$ cat config.mk
export PLATFORM = sky130hd
export DESIGN_NAME = nand_strobe_gen
export DESIGN_NICKNAME = d
export VERILOG_FILES = /design/src/rtl/nand_tim_pkg.sv /design/src/rtl/nand_cfg_bank.sv /design/src/rtl/nand_xfer_fsm.sv /design/src/rtl/nand_strobe_gen.sv
export SDC_FILE = /design/constraint.sdc
export NUM_CORES = 1
export LEC_CHECK = 0
export CAP_MARGIN = 5
export CORE_MARGIN = 5
export CORE_UTILIZATION = 55
export DETAILED_ROUTE_END_ITERATION = 8
export DONT_BUFFER_PORTS = 1
export PLACE_DENSITY_LB_ADDON = 0.2
export SLEW_MARGIN = 20
export SYNTH_ARGS = -nofsm -noshare
export SYNTH_HDL_FRONTEND = slang
export SYNTH_SLANG_ARGS = --single-unit
$ cat constraint.sdc
create_clock -name clk -period 4.3 [get_ports clk]
set_clock_uncertainty 0.2 [all_clocks]
set_input_delay 0.43 -clock clk [delete_from_list [all_inputs] [get_ports clk]]
set_output_delay 0.43 -clock clk [all_outputs]
set_load 0.05 [all_outputs]
$ cat src/rtl/nand_tim_pkg.sv
package nand_tim_pkg;

    localparam logic [15:0] UNLOCK_KEY = 16'hA25E;

    localparam logic [1:0] SEL_LOCK  = 2'd0;
    localparam logic [1:0] SEL_IFACE = 2'd1;
    localparam logic [1:0] SEL_TIME  = 2'd2;
    localparam logic [1:0] SEL_CEMOD = 2'd3;

    localparam int TWORD_W = 26;

    typedef struct packed {
        logic [1:0] cea;
        logic [4:0] busy;
        logic [2:0] turn;
        logic [3:0] rh;
        logic [3:0] rl;
        logic [3:0] wh;
        logic [3:0] wl;
    } tword_t;

    typedef enum logic [1:0] {
        XK_CMD   = 2'd0,
        XK_ADDR  = 2'd1,
        XK_WDATA = 2'd2,
        XK_RDATA = 2'd3
    } xkind_t;

    typedef enum logic [3:0] {
        ST_IDLE,
        ST_CEA,
        ST_WLOW,
        ST_WHIGH,
        ST_BUSY,
        ST_RBWAIT,
        ST_TURN,
        ST_RLOW,
        ST_RHIGH,
        ST_FIN
    } nst_t;

endpackage

$ cat src/rtl/nand_cfg_bank.sv
module nand_cfg_bank
    import nand_tim_pkg::*;
#(
    parameter logic [TWORD_W-1:0] TIM_INIT = '0
) (
    input  logic        clk,
    input  logic        rst_n,
    input  logic        we,
    input  logic [1:0]  sel,
    input  logic [31:0] wdata,
    output tword_t      tim,
    output logic        large_blk,
    output logic        addr4,
    output logic        ce_normal,
    output logic        open_q
);

    always_ff @(posedge clk) begin
        if (!rst_n) begin
            open_q    <= 1'b0;
            tim       <= tword_t'(TIM_INIT);
            large_blk <= 1'b0;
            addr4     <= 1'b0;
            ce_normal <= 1'b1;
        end else if (we) begin
            unique case (sel)
                SEL_LOCK: begin
                    open_q <= (wdata[15:0] == UNLOCK_KEY);
                end
                SEL_IFACE: begin
                    if (open_q) begin
                        large_blk <= wdata[2];
                        addr4     <= wdata[1];
                        open_q    <= 1'b0;
                    end
                end
                SEL_TIME: begin
                    if (open_q) begin
                        tim    <= tword_t'(wdata[TWORD_W-1:0]);
                        open_q <= 1'b0;
                    end
                end
                SEL_CEMOD: begin
                    if (open_q) begin
                        ce_normal <= wdata[0];
                        open_q    <= 1'b0;
                    end
                end
                default: ;
            endcase
        end
    end

endmodule

$ cat src/rtl/nand_xfer_fsm.sv
module nand_xfer_fsm
    import nand_tim_pkg::*;
#(
    parameter int DW = 8,
    parameter int CW = 5
) (
    input  logic          clk,
    input  logic          rst_n,
    input  tword_t        tim,
    input  logic          ce_normal,
    input  logic          req_valid,
    input  logic [1:0]    req_kind,
    input  logic [DW-1:0] req_byte,
    input  logic [DW-1:0] io_i,
    input  logic          rb_n,
    output logic          req_ready,
    output logic          done,
    output logic [DW-1:0] rd_data,
    output logic          ce_n,
    output logic          cle,
    output logic          ale,
    output logic          we_n,
    output logic          re_n,
    output logic [DW-1:0] io_o,
    output logic          io_oe
);

    nst_t          st, st_n;
    logic [CW-1:0] cnt, cnt_n;
    xkind_t        kind_q, k_eff;
    logic [DW-1:0] byte_q;
    logic          wr_last;
    nst_t          first_st;
    logic [CW-1:0] first_cnt;
    logic          last_cyc;

    function automatic logic [CW-1:0] strobe_m1(input logic [3:0] v);
        return (v == 4'd0) ? '0 : CW'(v) - CW'(1);
    endfunction

    assign last_cyc = (cnt == '0);

    always_comb begin
        k_eff = (st == ST_IDLE) ? xkind_t'(req_kind) : kind_q;
        if (k_eff == XK_RDATA) begin
            if (wr_last && (tim.turn != 3'd0)) begin
                first_st  = ST_TURN;
                first_cnt = CW'(tim.turn) - CW'(1);
            end else begin
                first_st  = ST_RLOW;
                first_cnt = strobe_m1(tim.rl);
            end
        end else begin
            first_st  = ST_WLOW;
            first_cnt = strobe_m1(tim.wl);
        end
    end

    always_comb begin
        st_n  = st;
        cnt_n = (cnt == '0) ? '0 : cnt - CW'(1);
        unique case (st)
            ST_IDLE: begin
                cnt_n = '0;
                if (req_valid) begin
                    if (ce_normal && (tim.cea != 2'd0)) begin
                        st_n  = ST_CEA;
                        cnt_n = CW'(tim.cea) - CW'(1);
                    end else begin
                        st_n  = first_st;
                        cnt_n = first_cnt;
                    end
                end
            end
            ST_CEA: if (last_cyc) begin
                st_n  = first_st;
                cnt_n = first_cnt;
            end
            ST_WLOW: if (last_cyc) begin
                st_n  = ST_WHIGH;
                cnt_n = strobe_m1(tim.wh);
            end
            ST_WHIGH: if (last_cyc) begin
                if (kind_q == XK_CMD) begin
                    if (tim.busy != 5'd0) begin
                        st_n  = ST_BUSY;
                        cnt_n = CW'(tim.busy) - CW'(1);
                    end else begin
                        st_n = ST_RBWAIT;
                    end
                end else begin
                    st_n = ST_FIN;
                end
            end
            ST_BUSY:   if (last_cyc) st_n = ST_RBWAIT;
            ST_RBWAIT: if (rb_n) st_n = ST_FIN;
            ST_TURN: if (last_cyc) begin
                st_n  = ST_RLOW;
                cnt_n = strobe_m1(tim.rl);
            end
            ST_RLOW: if (last_cyc) begin
                st_n  = ST_RHIGH;
                cnt_n = strobe_m1(tim.rh);
            end
            ST_RHIGH: if (last_cyc) st_n = ST_FIN;
            ST_FIN:   st_n = ST_IDLE;
            default:  st_n = ST_IDLE;
        endcase
    end

    always_ff @(posedge clk) begin
        if (!rst_n) begin
            st      <= ST_IDLE;
            cnt     <= '0;
            kind_q  <= XK_CMD;
            byte_q  <= '0;
            wr_last <= 1'b0;
            rd_data <= '0;
        end else begin
            st  <= st_n;
            cnt <= cnt_n;
            if ((st == ST_IDLE) && req_valid) begin
                kind_q <= xkind_t'(req_kind);
                byte_q <= req_byte;
            end
            if ((st == ST_WHIGH) && last_cyc) wr_last <= 1'b1;
            if ((st == ST_RLOW) && last_cyc) begin
                wr_last <= 1'b0;
                rd_data <= io_i;
            end
        end
    end

    always_comb begin
        req_ready = 1'b0;
        done      = 1'b0;
        ce_n      = 1'b0;
        cle       = 1'b0;
        ale       = 1'b0;
        we_n      = 1'b1;
        re_n      = 1'b1;
        io_oe     = 1'b0;
        io_o      = '0;
        unique case (st)
            ST_IDLE: begin
                req_ready = 1'b1;
                ce_n      = ce_normal;
            end
            ST_FIN: begin
                done = 1'b1;
                ce_n = ce_normal;
            end
            ST_WLOW, ST_WHIGH: begin
                we_n  = (st != ST_WLOW);
                cle   = (kind_q == XK_CMD);
                ale   = (kind_q == XK_ADDR);
                io_oe = 1'b1;
                io_o  = byte_q;
            end
            ST_RLOW: re_n = 1'b0;
            default: ;
        endcase
    end

endmodule

$ cat src/rtl/nand_strobe_gen.sv
module nand_strobe_gen
    import nand_tim_pkg::*;
#(
    parameter int DW = 8,
    parameter int CW = 5,
    parameter logic [TWORD_W-1:0] TIM_INIT = TWORD_W'((1 << 24) | (2 << 19) | (1 << 16) | (1 << 12) | (1 << 8) | (1 << 4) | 1)
) (
    input  logic               clk,
    input  logic               rst_n,
    input  logic               cfg_we,
    input  logic [1:0]         cfg_sel,
    input  logic [31:0]        cfg_wdata,
    input  logic               req_valid,
    input  logic [1:0]         req_kind,
    input  logic [DW-1:0]      req_byte,
    output logic               req_ready,
    output logic               xfer_done,
    output logic [DW-1:0]      rd_data,
    output logic               cfg_large_blk,
    output logic               cfg_addr4,
    output logic [TWORD_W-1:0] cfg_timing,
    output logic               nand_ce_n,
    output logic               nand_cle,
    output logic               nand_ale,
    output logic               nand_we_n,
    output logic               nand_re_n,
    output logic [DW-1:0]      nand_io_o,
    output logic               nand_io_oe,
    input  logic [DW-1:0]      nand_io_i,
    input  logic               nand_rb_n
);

    tword_t tim;
    logic   ce_normal;
    logic   cfg_open;

    nand_cfg_bank #(.TIM_INIT(TIM_INIT)) u_cfg (
        .clk       (clk),
        .rst_n     (rst_n),
        .we        (cfg_we),
        .sel       (cfg_sel),
        .wdata     (cfg_wdata),
        .tim       (tim),
        .large_blk (cfg_large_blk),
        .addr4     (cfg_addr4),
        .ce_normal (ce_normal),
        .open_q    (cfg_open)
    );

    assign cfg_timing = tim;

    nand_xfer_fsm #(.DW(DW), .CW(CW)) u_fsm (
        .clk       (clk),
        .rst_n     (rst_n),
        .tim       (tim),
        .ce_normal (ce_normal),
        .req_valid (req_valid),
        .req_kind  (req_kind),
        .req_byte  (req_byte),
        .io_i      (nand_io_i),
        .rb_n      (nand_rb_n),
        .req_ready (req_ready),
        .done      (xfer_done),
        .rd_data   (rd_data),
        .ce_n      (nand_ce_n),
        .cle       (nand_cle),
        .ale       (nand_ale),
        .we_n      (nand_we_n),
        .re_n      (nand_re_n),
        .io_o      (nand_io_o),
        .io_oe     (nand_io_oe)
    );

endmodule

# Word-level counts from Yosys, hierarchy flattened

Index checks and enable logic that the tools add are counted.

Reduce and logical (&&, ||, !) cells: 24
Add/sub/neg operators: 8
Multiplexer cells: 43
Bitwise operators: 1
Eq/ne operators: 25

Operator list:

| cell                 | count |
|---|---|
| $mux 5               | 16 |
| $mux 4               | 10 |
| $pmux 4 s9           | 1 |
| $pmux 5 s6           | 1 |
| $logic_not 4->1      | 5 |
| $sub 4x1->5 const B  | 4 |
| $eq 16x16->1 const B | 1 |
| $eq 4x3->1 const B   | 4 |
| $ne 2x1->1 const B   | 7 |
| $mux 1               | 10 |
| $sub 5x1->5 const B  | 2 |
| $reduce_and 3->1     | 3 |
| $reduce_and 9->1     | 1 |
| $eq 4x2->1 const B   | 2 |
| $eq 4x4->1 const B   | 2 |
| $mux 8               | 1 |
| $eq 2x2->1 const B   | 3 |
| $mux 3               | 2 |
| $reduce_or 2->1      | 3 |
| $logic_and 1x1->1    | 5 |
| $logic_not 5->1      | 1 |
| $reduce_bool 5->1    | 1 |
| $eq 2x1->1 const B   | 2 |
| $eq 4x1->1 const B   | 1 |
| 11 further kinds     | 13 |

Register bits after elaboration: 58
Word-level logic and storage cells: 118

# Longest topological paths before layout

Gate-level depths: netlist of run 1.

Word-level depth: 7
Gate-level depth with buffers: 9

# By module

Synthesis of run 1 repeated with hierarchy kept, for this count alone.

Cells, all modules: 453
Area total of the unflattened synthesis: 3,415.8 µm²

Modules (own cells, without submodules):

| module        | sequential area each (µm²) | times used | cells each | area an instance (µm²) |
|---|---|---|---|---|
| nand_xfer_fsm | 560.5                      | 1          | 319        | 2,232.1 |
| nand_cfg_bank | 600.6                      | 1          | 134        | 1,183.6 |

# Worst setup path after synthesis of run 1

OpenSTA, ideal clock, no wires.

Path type: flip-flop to output port
From: register u_fsm.st[1]
To: output port nand_cle
Data required time: 3.670 ns
Buffers on the path: 3
Data arrival time: 2.065 ns
Path slack: 1.605 ns
Cell stages (with the launch flop): 7
Cell sequence: dfxtp_1 > buf_4 > buf_2 > inv_1 > nor3_1 > clkbuf_1 > and2_1

Cells in the longest elaborated chain, start to end: 3
Elaborated cells on any way between the ends: 4

Ends and longest elaborated chain:

| element                | RTL line              | text |
|---|---|---|
| from (decl)            | nand_xfer_fsm.sv:28   | `nst_t st, st_n;` |
| from (signal assigned) | nand_xfer_fsm.sv:120  | `st <= st_n;` |
| $eq 4x2->1             | nand_xfer_fsm.sv:144  | `unique case (st)` |
| $reduce_or 2->1 (*)    | nand_xfer_fsm.sv:144  |  |
| $mux 1 (*)             | nand_xfer_fsm.sv:144  |  |
| to (decl)              | nand_strobe_gen.sv:23 | `output logic nand_cle,` |

Every way passes the cells marked *; elsewhere a longest branch is shown, timed or not.

# Worst setup path in the final report of run 1

From: register u_fsm.st[1]
To: output port nand_ale

Cells in the longest elaborated chain, start to end: 3
Elaborated cells on any way between the ends: 4

Ends and longest elaborated chain:

| element             | RTL line              | text |
|---|---|---|
| $eq 4x2->1          | nand_xfer_fsm.sv:144  |  |
| $reduce_or 2->1 (*) | nand_xfer_fsm.sv:144  |  |
| $mux 1 (*)          | nand_xfer_fsm.sv:144  |  |
| to (decl)           | nand_strobe_gen.sv:24 | `output logic nand_ale,` |

Marked as above.

==> results of run 1 <==
-- worst paths after layout --
| kind | startpoint | endpoint | slack, ps | cells past startpoint |
|---|---|---|---|---|
| setup / recovery | u_fsm.st[1]$_SDFFE_PN0P_ | nand_ale | 1300 | 4 |
| hold / removal | cfg_wdata[0] | u_cfg.ce_normal$_SDFFE_PN1P_ | 10 | 2 |
| setup reg to reg | u_fsm.st[0]$_SDFFE_PN0P_ | u_fsm.rd_data[2]$_SDFFE_PN0P_ | 1500 | 6 |
| hold reg to reg | u_fsm.byte_q[3]$_SDFFE_PN0P_ | u_fsm.byte_q[3]$_SDFFE_PN0P_ | 250 | 2 |
-- cell type report --
cell class | count | area share [%]
Clock inverter | 7 | 2.55
Multi-Input combinational cell | 363 | 55.6
Tap cell | 75 | 2.59
Timing Repair Buffer | 9 | 2.34
Clock buffer | 9 | 3.41
Inverter | 15 | 1.55
Sequential cell | 58 | 32.0
-- power breakdown --
part	total [mW]	internal [mW]	switching, mW	leakage (nW)
registers	0.693	0.592	0.101	0.470
clock network	0.559	0.326	0.233	0.113
logic	0.918	0.290	0.629	0.707
total	2.17	1.21	0.963	1.29
-- cell usage after synthesis, types with 2 or more instances --
| cell type | n |
|---|---|
| a211oi_1 | 3 |
| a21oi_1 | 59 |
| a2bb2oi_1 | 2 |
| a31oi_1 | 4 |
| and2_1 | 11 |
| and3_1 | 4 |
| buf_1 | 3 |
| buf_2 | 4 |
| buf_6 | 2 |
| clkbuf_1 | 16 |
| dfxtp_1 | 58 |
| ha_1 | 7 |
| inv_1 | 14 |
| mux2i_1 | 8 |
| nand2_1 | 105 |
| nand2b_1 | 7 |
| nand3_1 | 12 |
| nand3b_1 | 3 |
| nand4_1 | 6 |
| nand4b_1 | 4 |
| nor2_1 | 34 |
| nor2b_1 | 4 |
| nor3_1 | 15 |
| nor4b_1 | 3 |
| nor4bb_1 | 2 |
| o211ai_1 | 4 |
| o21a_1 | 2 |
| o21ai_0 | 22 |
| o221ai_1 | 2 |
| o311a_1 | 2 |
| o31ai_1 | 7 |
| o32a_1 | 2 |
| o32ai_1 | 2 |
| or2_2 | 2 |
| or3_1 | 3 |
| xnor2_1 | 2 |
| xor2_1 | 2 |
-- cell families after synthesis --
family	synth area share, %
AND/OR/NAND/NOR	32.0
adder cells (fa/ha/maj)	2.61
multiplexers	3.17
XOR/XNOR	1.05
flip-flops	34.7
buffers and inverters	5.30
AO/OA/AOI/OAI	21.2
-- sequential cells by signal, indices dropped and copies added (netlist names) --
signal and flops:
u_fsm.wr_last 1, u_fsm.kind_q 2, u_cfg.addr4 1, u_cfg.open_q 1, u_fsm.rd_data 8, u_fsm.byte_q 8, u_fsm.st 4, u_cfg.large_blk 1
u_fsm.cnt 5, u_cfg.tim 26, u_cfg.ce_normal 1
-- per-layer routing --
| metal | GRT usage (%) | share of wire (%) |
|---|---|---|
| met4 | 7.83 | 1.4 |
| met1 | 32.0 | 42 |
| met5 | 0 | 0 |
| met3 | 9.31 | 9.6 |
| met2 | 40.8 | 47 |
-- layout by cell type, fill, tap and decap left out, types with 3 or more instances in the layout --
| cell type | n |
|---|---|
| nand4b_1 | 4 |
| nor2b_1 | 4 |
| dlygate4sd3_1 | 7 |
| nor3_1 | 14 |
| nand3_1 | 12 |
| mux2i_1 | 8 |
| a31oi_1 | 4 |
| a21oi_1 | 59 |
| nor4b_1 | 3 |
| nor2_1 | 34 |
| and2_1 | 11 |
| nand2b_1 | 7 |
| o21ai_0 | 22 |
| ha_1 | 7 |
| o211ai_1 | 4 |
| or3_1 | 3 |
| o31ai_1 | 7 |
| nand3b_1 | 3 |
| and3_1 | 4 |
| nand4_1 | 6 |
| clkinv_2 | 3 |
| inv_1 | 14 |
| a211oi_1 | 3 |
| clkbuf_8 | 9 |
| nand2_1 | 105 |
| dfxtp_1 | 58 |
-- worst register-to-register path: cells and delay by family (launching register included) --
family | cells | cell delay [ps]
AOI/OAI and AO/OA | 1 | 140
and+or+nand+nor | 4 | 1280
DFF | 1 | 750
buffers and inverters | 1 | 340
-- repair_timing --
action,CTS,global route
endpoints found under the hold margin,8,6
hold buffers,1,6
endpoints found under the setup margin,0,0
==> flow_metrics.py, run 1 <==
metrics = {
    "detailed_routing": {
        "viasPerCell": 6.12,
        "post-route-drc-count": 0,
        "routed_wl_mm": 9.56,
        "vias": 3282,
        "ant_nets": 0,
        "first_iter_violations": 319,
        "wl_per_cell_um": 17.8,
        "dr.pass1.iters": 5,
    },
    "layout": {
        "num-fill-cells": 557,
        "instances_no_fill": 536,
        "regArea_um2": 1160,
        "nets": 520,
        "drive_gt1_share_pct": 6.29,
        "n_antenna_cell": 0,
        "postLayoutCellArea_um2": 3630,
        "area_delta_synth_final_pct": 8.33,
        "multi_input_area_um2": 2020,
        "final_util_pct": 61.3,
    },
    "timing": {
        "relSlewSlack_pct": 32.8,
        "max_clock_freq_mhz": 333,
        "timing.final.ws_setup_ps": 1300,
        "period_minus_slack_ps": 3000,
        "fin_tns_setup_ps": 0,
        "rsz0062_at_grt": "no",
        "hold_viol_final": 0,
        "worst_pin_slew_ps": 1010,
        "slew_violations": 0,
        "holdWs_ps": 11.4,
        "timing.final.crit_share_pct": 69.8,
        "finalSetupViolations": 0,
    },
    "placement": {
        "placedCellCount": 513,
        "hpwl_mm": 6.81,
        "numPortBuffers": 0,
        "dp_slack_ps": 1610,
        "placedInstanceArea_um2": 3340,
        "gp_congestion": 0.958,
    },
    "setup_path": {
        "critPathBufInv": 2,
        "crit_chain": "inv_1 > nor3_2 > buf_4 > and3b_1",
        "cp_data_arrival_time_ps": 2370,
        "cp_slowest_stage_delay_ps": 730,
        "cp_max_fo": 18,
        "critical-path-top-delay-family": "simple AND/OR/NAND/NOR gates",
        "crit_path_end_kind": "output pin",
        "critPathSlowestCell": "dfxtp_1",
        "worstPathRequired_ps": 3670,
        "critPathLaunchType": "flop",
        "critPathKind": "reg -> out",
    },
    "worst_hold_path": {
        "hold_path.class": "in -> reg",
    },
    "pwr": {
        "finalPower_mw": 2.17,
        "p_leak_nw": 1.29,
        "ir_drop_mv": 0.469,
        "pwr_density_cell_nw_per_um2": 598,
    },
    "synth": {
        "yosysWarnings": 0,
        "synth_top_area_share_pct": 34.7,
        "synth_area_um2": 3350,
        "synth_area_per_cell_um2": 7.25,
        "yosysTopAreaCell": "dfxtp_1",
        "synthDistinctLibCells": 57,
        "synthArstFlopShare_pct": 0,
        "syn_nets": 526,
        "synth-seq-cells": 58,
        "seq_area_frac_synth_pct": 34.7,
        "syn_inst": 462,
        "synth_edf_count": 0,
        "synth_flop_cell": "dfxtp_1",
        "ys_top_cells_by_area": "dfxtp_1 (35%), nand2_1 (12%), a21oi_1 (8.8%), nor2_1 (3.8%), o21ai_0 (3.3%)",
    },
    "clocking": {
        "cts-root-buf": "clkbuf_8",
        "ctsHtreeMaxLevel": 3,
        "numCtsBuffers": 9,
        "cts_tree": "done",
        "clock_path_buffers": 2,
        "clk_latency_ps": 340,
        "postCtsSetupRepairBufs": 0,
        "path_clk_slew_ps": 70,
        "numClockSinks": 58,
        "cts_resized": 0,
    },
    "global_route": {
        "grt_usage_pct": 25.4,
        "first_global_vias": 3004,
        "antenna_found_initial": 0,
        "grt_pass1_wl_mm": 15.2,
        "grt_max_degree": 47,
        "overflow": 0,
    },
    "die": {
        "start_util_pct": 56.6,
        "num_rows": 28,
        "die_w_um": 88.1,
        "die_h_um": 88.1,
        "core_um2": 5920,
        "dieArea_um2": 7750,
        "io_pins": 109,
    },
    "run": {
        "drv_cap": 0,
    },
    "status": {
        "status": "finished clean",
    },
}
No activity file was read; power rests on OpenSTA's default activity.
==> run 2, diff against run 1 <==
clock period = 2.5 ns   (was 4.3 ns; I/O delays follow)
==> run 2 against run 1 <==
  * Sequential cell count unchanged
  * Critical endpoint is now u_cfg.open_q$_SDFFE_PN0P_
  * Utilization increased by 14 points
  * Clock power increased by 79%
  * Largest cell class unchanged
  * First-iteration DRC count increased by 16%
  * Combinational power increased by 110%
  * Clock-buffer cell count increased by 2
  * Global-route usage increased by 5.1 points
==> flow_metrics.py, run 2 (synthesis results as in run 1) <==
metrics = {
    "status": {
        "status": "finished clean",
    },
    "die": {
        "io_pins": 109,
        "num_rows": 28,
        "start_util_pct": 56.6,
        "dieArea_um2": 7750,
        "die_h_um": 88.1,
        "core_um2": 5920,
        "die_w_um": 88.1,
    },
    "global_route": {
        "antenna_found_initial": 0,
        "overflow": 0,
        "grt_usage_pct": 30.6,
        "first_global_vias": 3752,
        "grt_max_degree": 43,
        "grt_pass1_wl_mm": 18.3,
    },
    "setup_path": {
        "cp_slowest_stage_delay_ps": 1060,
        "cp_data_arrival_time_ps": 2520,
        "crit_path_start": "rst_n",
        "critical-path-top-delay-family": "buffers and inverters",
        "critPathKind": "in -> reg",
        "worstPathRequired_ps": 2590,
        "critPathSlowestCell": "dlygate4sd3_1",
        "cp_common_cell": "dlygate4sd3_1",
        "critPathBufInv": 4,
        "rrSetupSlack_ps": 200,
        "critPathLaunchType": "input pin",
        "worst-path-stages": 5,
        "reg2reg_to": "u_fsm.cnt[3]$_SDFF_PN0_",
        "worstReg2RegStart": "u_fsm.st[1]$_SDFFE_PN0P_",
        "crit_path_end_kind": "flop",
        "rr_worst_depth": 6,
        "cp_max_fo": 42,
        "crit_path_end": "u_cfg.open_q$_SDFFE_PN0P_",
        "crit_chain": "dlygate4sd3_1 > inv_2 > buf_4 > a21oi_1 > dlygate4sd3_1",
    },
    "timing": {
        "period_minus_slack_ps": 2440,
        "fin_tns_setup_ps": 0,
        "max_clock_freq_mhz": 410,
        "worst_pin_slew_ps": 891,
        "relSlewSlack_pct": 40.4,
        "slew_violations": 0,
        "rsz0062_at_grt": "no",
        "hold_viol_final": 0,
        "finalSetupViolations": 0,
        "timing.final.crit_share_pct": 97.5,
        "timing.final.ws_setup_ps": 63.4,
    },
    "layout": {
        "postLayoutCellArea_um2": 4470,
        "nets": 614,
        "regMostFlops": "u_cfg.tim",
        "final_common_cell": "nand2_1",
        "final_cell_mix": "nand2_1 (105), a21oi_1 (59), dfxtp_1 (57)",
        "num-fill-cells": 446,
        "n_antenna_cell": 0,
        "area_delta_synth_final_pct": 33.5,
        "drive_gt1_share_pct": 14.8,
        "top_regs": "u_cfg.tim: 26 flops, u_fsm.byte_q: 8 flops, u_fsm.rd_data: 8 flops",
        "largest_reg_flops": 26,
    },
    "pwr": {
        "clkPwrFrac_pct": 24.6,
        "p_sw_mw": 1.72,
        "pwr_density_cell_nw_per_um2": 910,
        "p_leak_nw": 1.73,
        "p_int_mw": 2.36,
        "switching_share_pct": 42.1,
        "combPwrFrac_pct": 47.1,
        "ir_drop_mv": 1.01,
        "p_seq_share_pct": 28.3,
        "finalPower_mw": 4.07,
    },
    "worst_hold_path": {
        "hold_path.class": "in -> reg",
    },
    "clocking": {
        "cts-root-buf": "clkbuf_8",
        "cts_tree": "done",
        "ctsHtreeMaxLevel": 3,
        "clk_latency_ps": 340,
        "numCtsBuffers": 9,
        "numClockSinks": 58,
        "path_clk_slew_ps": 70,
        "clock_path_buffers": 2,
    },
    "detailed_routing": {
        "vias": 3865,
        "ant_nets": 0,
        "wl_per_cell_um": 18.2,
        "viasPerCell": 6.14,
        "post-route-drc-count": 0,
        "first_iter_violations": 369,
        "routed_wl_mm": 11.4,
        "dr.pass1.iters": 5,
    },
    "placement": {
        "placedInstanceArea_um2": 3770,
        "hpwl_mm": 7.33,
        "numPortBuffers": 0,
        "dp_slack_ps": 216,
        "gp_congestion": 0.991,
    },
    "run": {
        "drv_cap": 0,
    },
}
[run 2: cell count changes in the layout (fill, tap and decap cells not counted), sizes merged]
cell | previous run | this run
dlygate4sd3 | 7 | 48
inv | 16 | 15
clkinvlp | 0 | 2
clkinv | 4 | 0
clkbuf | 9 | 11
buf | 2 | 55
[run 2: worst min-delay path, stage by stage]
cell and delay, ps:
o21ai_0 50, a41o_1 110, o311ai_1 90
[run 2: power groups by stage]
stage	Clock (mW)	Sequential, mW	Combinational (mW)
final	1.00	1.15	1.92
after global routing	1.05	1.17	2.06
after CTS	1.00	1.14	1.86
after detailed placement	0	1.16	1.78
after global placement	0	1.16	1.75
after floorplan	0	1.09	1.37
[run 2: through the flow]
| step | utilization, % | cells | hold slack (ps) |
|---|---|---|---|
| CTS | 75.5 | 629 | 10.2 |
| finish | 75.6 | 629 | 17.9 |
| detailed placement | 63.6 | 566 | 119 |
| global route | 75.6 | 629 | 29.2 |
| floorplan | - | 462 | 174 |
| global placement | 63.6 | 566 | 118 |
[run 2: area by class of cell]
class / instances / area (um2) / area share, %
Inverter: 15 / 56.3 / 1.26
Clock buffer: 11 / 151 / 3.38
Timing Repair Buffer: 103 / 918 / 20.5
Sequential cell: 58 / 1160 / 26.0
Multi-Input combinational cell: 363 / 2020 / 45.1
Tap cell: 75 / 93.8 / 2.10
Clock inverter: 4 / 75.1 / 1.68
[run 2: how the worst min path moves through the flow]
stage,startpoint,end,slack (ps),depth (start not counted)
after CTS,rst_n,u_fsm.cnt[2]$_SDFF_PN0_,10,3
final,rst_n,u_fsm.cnt[2]$_SDFF_PN0_,20,3
after detailed placement,rst_n,u_cfg.ce_normal$_SDFFE_PN1P_,120,1
after floorplan,cfg_wdata[0],u_cfg.tim[0]$_SDFFE_PN1P_,170,2
after global routing,rst_n,u_fsm.cnt[2]$_SDFF_PN0_,30,3
after global placement,rst_n,u_cfg.ce_normal$_SDFFE_PN1P_,120,1
[run 2: timing repair]
action,CTS,global route
endpoints found under the hold margin,56,0
hold buffers,48,0
buffers inserted,0,0
setup endpoints to repair,0,5
resized for setup,0,1
[run 2: routing by layer]
| layer | GRT usage (%) | part of all wire (%) |
|---|---|---|
| met5 | 0 | 0 |
| met2 | 50.8 | 48 |
| met3 | 7.71 | 11 |
| met1 | 36.8 | 37 |
| met4 | 14.8 | 3.8 |
